<file path="src/rtl/cdt_pkg.sv">
package cdt_pkg;

  // Register selector taken from the word index of the byte offset.
  typedef enum logic [1:0] {
    SEL_RELOAD = 2'd0,
    SEL_COUNT  = 2'd1,
    SEL_CTRL   = 2'd2,
    SEL_STAT   = 2'd3
  } reg_sel_e;

  // Control field positions.
  localparam int unsigned CTRL_EN_BIT   = 0;
  localparam int unsigned CTRL_AUTO_BIT = 1;
  localparam int unsigned CTRL_PRE_LSB  = 8;

  // Status flag position.
  localparam int unsigned STAT_FLAG_BIT = 0;

  // Number of mapped word registers.
  localparam int unsigned NUM_REGS = 4;

endpackage

</file>
<file path="src/rtl/cdt_prescaler.sv">
module cdt_prescaler #(
  parameter int unsigned PRE_W = 8
) (
  input  logic             clk_i,
  input  logic             rst_ni,
  input  logic             enable_i,
  input  logic             restart_i,
  input  logic [PRE_W-1:0] limit_i,
  output logic             tick_o
);

  logic [PRE_W-1:0] phase_q, phase_d;
  logic             phase_ce;
  logic             at_limit;

  // ">=" so that lowering P mid-count cannot force a long wrap.
  assign at_limit = (phase_q >= limit_i);
  assign tick_o   = enable_i && at_limit;

  always_comb begin
    phase_d  = phase_q;
    phase_ce = 1'b0;
    if (restart_i) begin
      phase_d  = '0;
      phase_ce = 1'b1;
    end else if (enable_i) begin
      phase_d  = at_limit ? '0 : phase_q + PRE_W'(1);
      phase_ce = 1'b1;
    end
  end

  always_ff @(posedge clk_i or negedge rst_ni) begin
    if (!rst_ni) begin
      phase_q <= '0;
    end else if (phase_ce) begin
      phase_q <= phase_d;
    end
  end

  AST_PHASE_RESTART: assert property (@(posedge clk_i) disable iff (!rst_ni)
    restart_i |=> (phase_q == '0));

  AST_PHASE_HOLD_OFF: assert property (@(posedge clk_i) disable iff (!rst_ni)
    (!enable_i && !restart_i) |=> $stable(phase_q));

endmodule

</file>
<file path="src/rtl/cdt_counter.sv">
module cdt_counter #(
  parameter int unsigned DATA_W = 32
) (
  input  logic              clk_i,
  input  logic              rst_ni,
  input  logic              enable_i,
  input  logic              tick_i,
  input  logic              auto_i,
  input  logic [DATA_W-1:0] reload_val_i,
  input  logic              wr_i,
  input  logic [DATA_W-1:0] wr_data_i,
  input  logic              fill_arm_i,
  output logic [DATA_W-1:0] count_o,
  output logic              expire_o
);

  logic [DATA_W-1:0] cnt_q, cnt_d;
  logic              cnt_ce;
  logic              is_zero;
  logic              step;

  assign is_zero  = (cnt_q == '0);
  assign step     = enable_i && tick_i && !is_zero && !wr_i;
  assign expire_o = step && (cnt_q == DATA_W'(1));
  assign count_o  = cnt_q;

  always_comb begin
    cnt_d  = cnt_q;
    cnt_ce = 1'b0;
    if (wr_i) begin
      cnt_d  = wr_data_i;
      cnt_ce = 1'b1;
    end else if (fill_arm_i && is_zero) begin
      cnt_d  = reload_val_i;
      cnt_ce = 1'b1;
    end else if (step) begin
      cnt_ce = 1'b1;
      if (cnt_q == DATA_W'(1)) begin
        cnt_d = auto_i ? reload_val_i : '0;
      end else begin
        cnt_d = cnt_q - DATA_W'(1);
      end
    end
  end

  always_ff @(posedge clk_i or negedge rst_ni) begin
    if (!rst_ni) begin
      cnt_q <= '0;
    end else if (cnt_ce) begin
      cnt_q <= cnt_d;
    end
  end

  AST_DEC_STEP: assert property (@(posedge clk_i) disable iff (!rst_ni)
    (enable_i && tick_i && !wr_i && (cnt_q > DATA_W'(1))) |=>
      (cnt_q == $past(cnt_q) - DATA_W'(1)));

  AST_HOLD_OFF: assert property (@(posedge clk_i) disable iff (!rst_ni)
    (!enable_i && !wr_i && !fill_arm_i) |=> $stable(cnt_q));

  AST_RELOAD_ON_EXPIRE: assert property (@(posedge clk_i) disable iff (!rst_ni)
    (expire_o && auto_i) |=> (cnt_q == $past(reload_val_i)));

  AST_ONESHOT_STOP: assert property (@(posedge clk_i) disable iff (!rst_ni)
    (expire_o && !auto_i) |=> (cnt_q == '0));

  AST_WRITE_TAKES: assert property (@(posedge clk_i) disable iff (!rst_ni)
    wr_i |=> (cnt_q == $past(wr_data_i)));

  AST_ZERO_IDLE: assert property (@(posedge clk_i) disable iff (!rst_ni)
    (is_zero && !wr_i && !fill_arm_i) |=> (cnt_q == '0));

  AST_ZERO_NO_EXPIRE: assert property (@(posedge clk_i) disable iff (!rst_ni)
    is_zero |-> !expire_o);

  AST_FILL_ON_ENABLE: assert property (@(posedge clk_i) disable iff (!rst_ni)
    (fill_arm_i && is_zero && !wr_i) |=> (cnt_q == $past(reload_val_i)));

endmodule

</file>
<file path="src/rtl/cdt_regif.sv">
module cdt_regif
  import cdt_pkg::*;
#(
  parameter int unsigned ADDR_W = 5,
  parameter int unsigned DATA_W = 32,
  parameter int unsigned PRE_W  = 8
) (
  input  logic              clk_i,
  input  logic              rst_ni,
  input  logic              sel_i,
  input  logic              we_i,
  input  logic [ADDR_W-1:0] addr_i,
  input  logic [DATA_W-1:0] wdata_i,
  output logic [DATA_W-1:0] rdata_o,
  input  logic [DATA_W-1:0] count_i,
  input  logic              expire_i,
  output logic              reload_wr_o,
  output logic              count_wr_o,
  output logic              fill_arm_o,
  output logic              en_rise_o,
  output logic              enable_o,
  output logic              auto_o,
  output logic [PRE_W-1:0]  prescale_o,
  output logic [DATA_W-1:0] reload_o,
  output logic              status_o
);

  localparam int unsigned IDX_W = ADDR_W - 2;

  logic [IDX_W-1:0]  idx;
  logic              aligned;
  logic              mapped;
  reg_sel_e          rsel;
  logic              wr_hit, rd_hit;
  logic              ctrl_wr, stat_wr, clr_req;

  logic [DATA_W-1:0] reload_q, reload_d;
  logic              en_q, en_d;
  logic              auto_q, auto_d;
  logic [PRE_W-1:0]  pre_q, pre_d;
  logic              stat_q, stat_d;
  logic              reload_ce, ctrl_ce, stat_ce;

  // Address decode
  assign idx     = addr_i[ADDR_W-1:2];
  assign aligned = (addr_i[1:0] == 2'b00);
  assign mapped  = aligned && (idx < IDX_W'(NUM_REGS));
  assign rsel    = reg_sel_e'(idx[1:0]);
  assign wr_hit  = sel_i && we_i && mapped;
  assign rd_hit  = sel_i && !we_i && mapped;

  assign reload_wr_o = wr_hit && (rsel == SEL_RELOAD);
  assign count_wr_o  = wr_hit && (rsel == SEL_COUNT);
  assign ctrl_wr     = wr_hit && (rsel == SEL_CTRL);
  assign stat_wr     = wr_hit && (rsel == SEL_STAT);
  assign clr_req     = stat_wr && wdata_i[STAT_FLAG_BIT];

  assign en_rise_o  = ctrl_wr && wdata_i[CTRL_EN_BIT] && !en_q;
  assign fill_arm_o = en_rise_o && wdata_i[CTRL_AUTO_BIT];

  // Next-state logic
  always_comb begin
    reload_d  = reload_q;
    reload_ce = reload_wr_o;
    if (reload_wr_o) begin
      reload_d = wdata_i;
    end

    en_d    = en_q;
    auto_d  = auto_q;
    pre_d   = pre_q;
    ctrl_ce = ctrl_wr;
    if (ctrl_wr) begin
      en_d   = wdata_i[CTRL_EN_BIT];
      auto_d = wdata_i[CTRL_AUTO_BIT];
      pre_d  = wdata_i[CTRL_PRE_LSB +: PRE_W];
    end

    // Setting the flag has priority over clearing it.
    stat_d  = stat_q;
    stat_ce = expire_i || clr_req;
    if (expire_i) begin
      stat_d = 1'b1;
    end else if (clr_req) begin
      stat_d = 1'b0;
    end
  end

  // Registers
  always_ff @(posedge clk_i or negedge rst_ni) begin
    if (!rst_ni) begin
      reload_q <= '0;
    end else if (reload_ce) begin
      reload_q <= reload_d;
    end
  end

  always_ff @(posedge clk_i or negedge rst_ni) begin
    if (!rst_ni) begin
      en_q   <= 1'b0;
      auto_q <= 1'b0;
      pre_q  <= '0;
    end else if (ctrl_ce) begin
      en_q   <= en_d;
      auto_q <= auto_d;
      pre_q  <= pre_d;
    end
  end

  always_ff @(posedge clk_i or negedge rst_ni) begin
    if (!rst_ni) begin
      stat_q <= 1'b0;
    end else if (stat_ce) begin
      stat_q <= stat_d;
    end
  end

  // Read mux
  always_comb begin
    rdata_o = '0;
    if (rd_hit) begin
      unique case (rsel)
        SEL_RELOAD: rdata_o = reload_q;
        SEL_COUNT:  rdata_o = en_q ? count_i : '0;
        SEL_CTRL: begin
          rdata_o[CTRL_PRE_LSB +: PRE_W] = pre_q;
          rdata_o[CTRL_AUTO_BIT]         = auto_q;
          rdata_o[CTRL_EN_BIT]           = en_q;
        end
        SEL_STAT:   rdata_o[STAT_FLAG_BIT] = stat_q;
        default:    rdata_o = '0;
      endcase
    end
  end

  assign enable_o   = en_q;
  assign auto_o     = auto_q;
  assign prescale_o = pre_q;
  assign reload_o   = reload_q;
  assign status_o   = stat_q;

  AST_UNMAPPED_NO_WRITE: assert property (@(posedge clk_i) disable iff (!rst_ni)
    (sel_i && we_i && !mapped) |=> ($stable(reload_q) && $stable(en_q) && $stable(auto_q) && $stable(pre_q)));

  AST_FLAG_ON_EXPIRE: assert property (@(posedge clk_i) disable iff (!rst_ni)
    expire_i |=> stat_q);

  AST_W1C_CLEARS: assert property (@(posedge clk_i) disable iff (!rst_ni)
    (clr_req && !expire_i) |=> !stat_q);

  AST_W0_KEEPS: assert property (@(posedge clk_i) disable iff (!rst_ni)
    (stat_wr && !wdata_i[STAT_FLAG_BIT] && stat_q) |=> stat_q);

  AST_SET_BEATS_CLEAR: assert property (@(posedge clk_i) disable iff (!rst_ni)
    (expire_i && clr_req) |=> stat_q);

  AST_COUNT_READ_OFF: assert property (@(posedge clk_i) disable iff (!rst_ni)
    (rd_hit && (rsel == SEL_COUNT) && !en_q) |-> (rdata_o == '0));

endmodule

</file>
<file path="src/rtl/cdt_timer.sv">
module cdt_timer #(
  parameter int unsigned ADDR_W = 5,
  parameter int unsigned DATA_W = 32,
  parameter int unsigned PRE_W  = 8
) (
  input  logic              clk_i,
  input  logic              rst_ni,
  input  logic              bus_sel_i,
  input  logic              bus_we_i,
  input  logic [ADDR_W-1:0] bus_addr_i,
  input  logic [DATA_W-1:0] bus_wdata_i,
  output logic [DATA_W-1:0] bus_rdata_o,
  output logic              irq_o
);

  // Reset: asserted asynchronously, released on the clock.
  logic rst_meta_q, rst_sync_q;

  always_ff @(posedge clk_i or negedge rst_ni) begin
    if (!rst_ni) begin
      rst_meta_q <= 1'b0;
      rst_sync_q <= 1'b0;
    end else begin
      rst_meta_q <= 1'b1;
      rst_sync_q <= rst_meta_q;
    end
  end

  logic              reload_wr, count_wr, fill_arm, en_rise;
  logic              enable, auto_rl, status, tick, expire;
  logic [PRE_W-1:0]  prescale;
  logic [DATA_W-1:0] reload_val, count_val;

  cdt_regif #(
    .ADDR_W (ADDR_W),
    .DATA_W (DATA_W),
    .PRE_W  (PRE_W)
  ) u_regif (
    .clk_i       (clk_i),
    .rst_ni      (rst_sync_q),
    .sel_i       (bus_sel_i),
    .we_i        (bus_we_i),
    .addr_i      (bus_addr_i),
    .wdata_i     (bus_wdata_i),
    .rdata_o     (bus_rdata_o),
    .count_i     (count_val),
    .expire_i    (expire),
    .reload_wr_o (reload_wr),
    .count_wr_o  (count_wr),
    .fill_arm_o  (fill_arm),
    .en_rise_o   (en_rise),
    .enable_o    (enable),
    .auto_o      (auto_rl),
    .prescale_o  (prescale),
    .reload_o    (reload_val),
    .status_o    (status)
  );

  cdt_prescaler #(
    .PRE_W (PRE_W)
  ) u_prescaler (
    .clk_i     (clk_i),
    .rst_ni    (rst_sync_q),
    .enable_i  (enable),
    .restart_i (reload_wr || count_wr || en_rise),
    .limit_i   (prescale),
    .tick_o    (tick)
  );

  cdt_counter #(
    .DATA_W (DATA_W)
  ) u_counter (
    .clk_i        (clk_i),
    .rst_ni       (rst_sync_q),
    .enable_i     (enable),
    .tick_i       (tick),
    .auto_i       (auto_rl),
    .reload_val_i (reload_val),
    .wr_i         (reload_wr || count_wr),
    .wr_data_i    (bus_wdata_i),
    .fill_arm_i   (fill_arm),
    .count_o      (count_val),
    .expire_o     (expire)
  );

  assign irq_o = status;

  AST_IRQ_IDLE_IN_RESET: assert property (@(posedge clk_i)
    !rst_sync_q |=> (!irq_o || rst_sync_q));

endmodule

</file>
<file path="config.mk">
export PLATFORM = sky130hd
export DESIGN_NAME = cdt_timer
export DESIGN_NICKNAME = d
export VERILOG_FILES = /design/src/rtl/cdt_pkg.sv /design/src/rtl/cdt_prescaler.sv /design/src/rtl/cdt_counter.sv /design/src/rtl/cdt_regif.sv /design/src/rtl/cdt_timer.sv
export SDC_FILE = /design/constraint.sdc
export NUM_CORES = 1
export LEC_CHECK = 0
export BUFFER_PORTS_ARGS = -buffer_cell sky130_fd_sc_hd__buf_2
export CAP_MARGIN = 20
export CORE_ASPECT_RATIO = 1.25
export CORE_MARGIN = 5
export CORE_UTILIZATION = 65
export CTS_BUF_LIST = sky130_fd_sc_hd__clkbuf_4 sky130_fd_sc_hd__clkbuf_8
export DETAILED_ROUTE_END_ITERATION = 6
export MAX_ROUTING_LAYER = met4
export PLACE_DENSITY = 0.85
export SLEW_MARGIN = 20
export SYNTH_ARGS = -nofsm -noshare
export SYNTH_HDL_FRONTEND = slang
export SYNTH_SLANG_ARGS = --single-unit
</file>
<file path="constraint.sdc">
create_clock -name clk_i -period 4.25 [get_ports clk_i]
set_input_delay 0.2125 -clock clk_i [delete_from_list [all_inputs] [get_ports clk_i]]
set_output_delay 0.2125 -clock clk_i [all_outputs]
set_load 0.1 [all_outputs]
</file>
==> reports/results.txt, run 1 <==
Detailed Route Iter0 Violations - 471
EDFF count, synth - 0
Layout area overhead - 10.8%
Placed Cells - 786
Post-DP HPWL - 10.7 mm
Slew @ Worst Pin - 0.871 ns
Slowest-stage cell, CP - nor4b_2
Unrepaired setup endpoints after global routing - no
Logic pwr share - 0.221
CTS tree - yes
Sequential share of power - 0.516
Psw - 702 uW
Switch share - 0.332
Vias in the first global route - 5479
Min-delay worst type - input pin to flop
Global-route wire length before repair - 26.1 mm
Fin. max-slew vios - 0
R2R depth - 10
Final WS setup - 0.945 ns
Cts bufs inserted - 9
Vias after detailed routing - 5518
Synth Flop Type - dfrtp_1
Synth Area per Inst - 8.60 sq um
Post-layout power - 2.11 mW
Leak - 2.76 nW
Max Fclk - 303 MHz
Largest net degree at the start of global routing - 84
CP top delay family - simple AND/OR/NAND/NOR gates
WHS Path Cells - 3
Min cycle time layout - 3.31 ns
Int Pwr - 1.41 mW
Die height - 114 um
Fin util - 0.744
Num rows - 37
Dpl ws - 1.01 ns
Clk Latency, worst-skew pair - 0.38 ns
Clock power share - 0.263
Crit path DAT - 3.57 ns
Most used cell, CP - buf_4
Max Cap Viol - 0
Post-route setup TNS - 0 ns
Max Buffers Root-to-Sink - 2
Synth unique cells - 58
NumNets Final - 754
DRT antenna net count - 0
Critical path depth - 10
1st-pass router iterations - 5
Area of the die - 10600 sq um
Clock sink count - 85
Gate Count Post-Synth - 651
Area contributors post-synth - dfrtp_1, mux2_2, nor2_1
Final Hold Fails - 0
H-tree lvl count - 3
Pwr/cell area - 340 nW/um^2
CP Max Fanout - 32
Critical path's largest stage delay - 0.63 ns
Seq cells post-synth - 85
Share of layout cells above drive strength 1 - 0.237
FFs w/ async S/R, synth - 1.00
Syn. warnings - 0
Initial Utilization - 0.671
Period utilization - 0.778
Gr usage total - 0.316
CP Class - flop to flop
Die Wd - 93.0 um
PortBufs - 73
WP data required - 4.52 ns
Largest area contributor in the netlist - dfrtp_1
RD Place Congestion - 0.890
Final wirelength - 15.7 mm
Residual DRC - 0
Core ar. - 8330 sq um
Post-route insts no fill - 803
Setup crit end kind - flop
Worst ir drop on vdd - 0.255 mV
Ports - 74
Sequential share of the synthesized area - 0.380
Syn Nets - 703
Final setup violating endpoints - 0
Initial antenna violation count - 0
Crit path cell chain - inv_1 -> ha_1 -> nor4b_2 -> nand3_1 -> nor2_1 -> a21oi_2 -> buf_4 -> and2_1 -> buf_4 -> o32ai_1
Max-slew headroom - 0.418
Synth top area share - 0.380
Root Driver - clkbuf_8
Global route total overflow - 0
Worst Setup Start Kind - flop
Post-CTS Resized - 0
Area of the mapped netlist - 5600 sq um
DR WL/cell - 19.5 um
Antenna cells - 0
Status - complete, no violations
Worst-path clk slew - 0.09 ns
DR vias/cell - 6.87
Clk_skew - 0.0105 ns
WP buf/inv - 3
## area by class of cell
cell class                 count  area [sq um]
multi-input combinational    488          3140
fill                         617          2130
sequential                    85          2130
timing repair buffer          91           523
clock buffer                  14           174
tap                           97           121
inverter                      27           101
clock inverter                 1          7.51
## cells in the mapped netlist (3+ instances only)
| cell | n |
|---|---|
| a211oi_1 | 12 |
| a21oi_1 | 39 |
| a221oi_1 | 6 |
| a22o_1 | 9 |
| a22oi_1 | 25 |
| a31o_2 | 13 |
| a31oi_1 | 5 |
| and2_1 | 3 |
| and3_1 | 7 |
| buf_2 | 7 |
| buf_4 | 5 |
| clkbuf_1 | 36 |
| dfrtp_1 | 85 |
| ha_1 | 11 |
| inv_1 | 27 |
| mux2_2 | 36 |
| nand2_1 | 23 |
| nand2b_1 | 3 |
| nand3_1 | 21 |
| nand4_1 | 9 |
| nor2_1 | 98 |
| nor2b_1 | 19 |
| nor3_1 | 34 |
| nor4_1 | 11 |
| o21ai_0 | 28 |
| o21ai_1 | 3 |
| o22ai_1 | 12 |
| o32ai_1 | 16 |
| or4_1 | 3 |
| xnor2_1 | 6 |
| xor2_1 | 6 |
## worst reg2reg max path, delay by kind of cell, from the launching register on
family,cells,cell delay [ns]
buf+inv,3,0.58
flops,1,0.50
compound gates,2,0.40
fa+ha+maj,1,0.26
simple gates,4,1.46
## layout by cell type, fill, tap and decap left out, types with 12 or more instances in the layout
cell type / count
nor2_1: 97
buf_2: 73
nand2_1: 23
nand3_1: 21
a22oi_1: 25
buf_4: 16
a211oi_1: 12
dfrtp_1: 84
o32ai_1: 16
a31o_2: 13
o22ai_1: 12
mux2_2: 36
o21ai_0: 28
nor2b_1: 19
inv_1: 27
a21oi_1: 39
nor3_1: 34
## final timing paths
path	start	endpoint	slack [ns]
worst min register to register	rst_sync_q	u_regif.reload_o[7]	0.28
worst max-delay path	u_counter.count_o[0]	u_counter.count_o[30]	0.94
worst max register to register	u_counter.count_o[0]	u_counter.count_o[30]	0.94
min in group asynchronous	rst_ni	rst_sync_q	0.14
worst min-delay path	bus_wdata_i[9]	u_regif.prescale_o[1]	0.07
max in group asynchronous	rst_sync_q	u_prescaler.phase_q[2]	3.35
## repair_timing
action / CTS / global route
hold endpoints to repair: 2 / 0
setup buffers: 0 / 0
hold buffers: 1 / 0
## through the flow
step	area (sq um)	hold slack, ns
2_1_floorplan	5600	-0.0831
3_3_place_gp	5980	-0.00286
3_5_place_dp	5980	-0.00187
4_1_cts	6170	0.0726
5_1_grt	6200	0.0843
6_report	6200	0.0746
## power by group through the flow
stage                     clock network [mW]  logic [mW]  registers (mW)
after global placement                     0       0.421            1.10
after detailed placement                   0       0.445            1.11
final                                  0.556       0.466            1.09
after floorplan                            0       0.376            1.03
after CTS                              0.560       0.449            1.09
after global routing                   0.593       0.525            1.11
## cells by family (layout without fill, tap and decap cells)
group	count (synthesis)	count (layout)	synth area share
compound gates	180	180	0.219
xor+xnor	12	12	0.0188
fa+ha+maj	11	11	0.0246
buf+inv	78	133	0.0588
flops	85	85	0.380
mux	36	36	0.0725
other cells	1	1	0.000670
simple gates	248	248	0.226
## flip-flops by register name, summed over array words and instances, names as in the netlist
signal and cells:
u_regif.prescale_o 8, rst_meta_q 1, u_counter.count_o 32, u_regif.status_o 1
u_regif.enable_o 1, u_prescaler.phase_q 8, rst_sync_q 1, u_regif.auto_o 1
u_regif.reload_o 32
## per-layer routing
layer  share of wire  global-route usage
met1            0.40               0.397
met2            0.49               0.506
met3           0.081              0.0409
met4           0.036               0.154
met5               0                   -
(Power assumes the default switching activity.)
==> run 2: changes to the inputs <==
- ABC_AREA: not set -> 1
- CORE_UTILIZATION: 65 -> 55
- PLACE_DENSITY: 0.85 -> 0.76
- clock period: 4.25 -> 2.9 ns (I/O delays scaled with it)
==> run 2 against run 1 <==
Against the previous run:
- global-route usage shrank 5.1 points
- utilization is 11 points lower
- combinational power rose to 4.9 times the previous value
- die area up 24%
- non-clock buffer count increased by 1
- clock skew grew 0.0033 ns
- setup slack got worse by 0.64 ns
- count of clock-buffer cells in the layout shrank 3
- clock power rose by 53%
- synthesized cell count rose by 41%
==> reports/results.txt, run 2 <==
DRT antenna net count - 0
1st-pass router iterations - 5
Most frequent cells in the layout - nand2_1, inv_1, nand3_1, dfrtp_1, nor2_1
Number of setup buffers added after CTS - 0
Gr usage total - 0.265
Seq cells post-synth - 85
Reg area - 2130 sq um
Cts bufs inserted - 9
Commonest cells post-synth - nand2_1, inv_1, nand3_1
Post-Synth XOR/XNOR Area - 0.0335
Synth Area in Compound Gates - 0.0976
DR vias/cell - 5.37
Global route total overflow - 0
Crit path DAT - 2.91 ns
Fin. max-slew vios - 0
Post-CTS Resized - 0
Setup crit end kind - flop
Max-slew headroom - 0.547
Final setup violating endpoints - 0
Synth Area per Inst - 6.53 sq um
Synth top area share - 0.354
Core ar. - 10700 sq um
Post-route setup TNS - 0 ns
Initial antenna violation count - 0
Worst-path clk slew - 0.08 ns
Adder-Cell Fraction of Synth Area - 0.0229
Vias in the first global route - 5691
Crit. Startpoint - u_counter.count_o[0]
WP data required - 3.21 ns
Min cycle time layout - 2.59 ns
Die height - 127 um
Fill count - 1083
Num rows - 42
Slew @ Worst Pin - 0.679 ns
Vias after detailed routing - 6024
CP Class - flop to flop
Commonest non-fill, non-tap cell in the layout - nand2_1
Share of layout cells above drive strength 1 - 0.140
Ports - 74
Largest net degree at the start of global routing - 50
Unrepaired setup endpoints after global routing - no
Final wirelength - 16.8 mm
Max Buffers Root-to-Sink - 2
Area of the die - 13100 sq um
EDFF count, synth - 0
Hold Crit Start - bus_wdata_i[26]
H-tree lvl count - 3
Worst ir drop on vdd - 0.342 mV
Syn Nets - 972
Clk Latency, worst-skew pair - 0.38 ns
Detailed Route Iter0 Violations - 438
Max Fclk - 386 MHz
Pwr/cell area - 734 nW/um^2
Clock sink count - 85
Syn. warnings - 0
Synth Flop Type - dfrtp_1
RD Place Congestion - 0.971
Layout area overhead - 11.7%
Die Wd - 104 um
Period utilization - 0.894
Status - complete, no violations
Max Cap Viol - 0
Largest area contributor in the netlist - dfrtp_1
Global-route wire length before repair - 27.9 mm
Synth unique cells - 39
Antenna cells - 0
Min-delay worst type - input pin to flop
Post-DP HPWL - 12.3 mm
FFs w/ async S/R, synth - 1.00
PortBufs - 73
DR WL/cell - 15.0 um
Root Driver - clkbuf_8
Most common cell in the synthesized netlist - nand2_1
Sequential share of the synthesized area - 0.354
Area contributors post-synth - dfrtp_1, nand2_1, nand3_1
Final Hold Fails - 0
Simple-gate portion of the synthesized area - 0.377
CP Max Fanout - 30
Worst r2r src - u_counter.count_o[0]
Worst Setup Start Kind - flop
Leak - 3.71 nW
Post-synthesis mux area share - 0
CTS tree - yes
Fin util - 0.630
Gate Count Post-Synth - 920
NumNets Final - 1038
Clk_skew - 0.0139 ns
Area of the mapped netlist - 6010 sq um
Residual DRC - 0
Multi-input gate area - 3210 sq um
Main combinational cell family by area after synthesis - simple AND/OR/NAND/NOR gates
Initial Utilization - 0.563
-- run 2: cells by family (layout without fill, tap and decap cells) --
logic type / after synthesis / in the layout
buffers and inverters: 170 / 240
AND/OR/NAND/NOR: 525 / 525
AO/OA/AOI/OAI: 105 / 105
other: 1 / 1
XOR/XNOR: 23 / 23
flip-flops: 85 / 85
adder cells (fa/ha/maj): 11 / 11
-- run 2: per-stage QoR --
step | instance area [sq um] | instances | power, mW | worst slack (ns) | hold slack [ns]
floorplan | 6020 | 920 | 3.55 | 0.259 | -0.151
global placement | 6470 | 1101 | 4.02 | 0.500 | -0.0691
detailed placement | 6470 | 1101 | 4.06 | 0.382 | -0.0647
CTS | 6720 | 1122 | 4.92 | 0.345 | 0.000331
global route | 6720 | 1122 | 5.36 | 0.103 | 0.0223
finish | 6720 | 1122 | 4.93 | 0.308 | 0.00980
-- run 2: per-layer routing --
metal | part of all wire | up-vias | global-route usage
met4 | 0.022 | 0 | 0.0965
met5 | 0 | - | -
li1 | - | 3012 | -
met1 | 0.42 | 2804 | 0.321
met2 | 0.50 | 179 | 0.451
met3 | 0.052 | 29 | 0.0366
-- run 2: what timing repair did --
| action | 4_1_cts | 5_1_grt |
|---|---|---|
| hold buffers | 6 | 0 |
| setup endpoints to repair | 0 | 0 |
| hold endpoints to repair | 7 | 0 |
-- run 2: final cells by class --
cell class / count / area share
Clock inverter: 4 / 0.00745
Clock buffer: 11 / 0.0207
Tap cell: 132 / 0.0246
Timing Repair Buffer: 92 / 0.0779
Multi-Input combinational cell: 665 / 0.478
Sequential cell: 85 / 0.317
Inverter: 133 / 0.0743
-- run 2: worst paths after layout --
kind | cells after the start | slack (ns) | to
worst max-delay path | 12 | 0.31 | u_counter.count_o[14]
worst min-delay path | 3 | 0.01 | u_regif.reload_o[26]
worst max register to register | 12 | 0.31 | u_counter.count_o[14]
worst min register to register | 0 | 0.36 | rst_sync_q
max in group asynchronous | 1 | 1.77 | u_regif.reload_o[0]
min in group asynchronous | 2 | 0.08 | rst_sync_q
-- run 2: where the power goes --
group	switching [mW]	internal (mW)	total (mW)
Clock	0.439	0.411	0.851
Sequential	0.346	1.47	1.81
Combinational	1.47	0.792	2.27
Total	2.26	2.67	4.93
-- run 2: critical path, cell delays in order, from the launching register on --
cell and delay, ns:
dfrtp_1 0.43, inv_1 0.11, ha_1 0.30, nand2_2 0.13, nor2_4 0.19, nand2_4 0.10, nor2_4 0.14, inv_1 0.06
nand3_2 0.10, nand3_4 0.23, inv_2 0.52, nand2_1 0.12, nand2_1 0.10
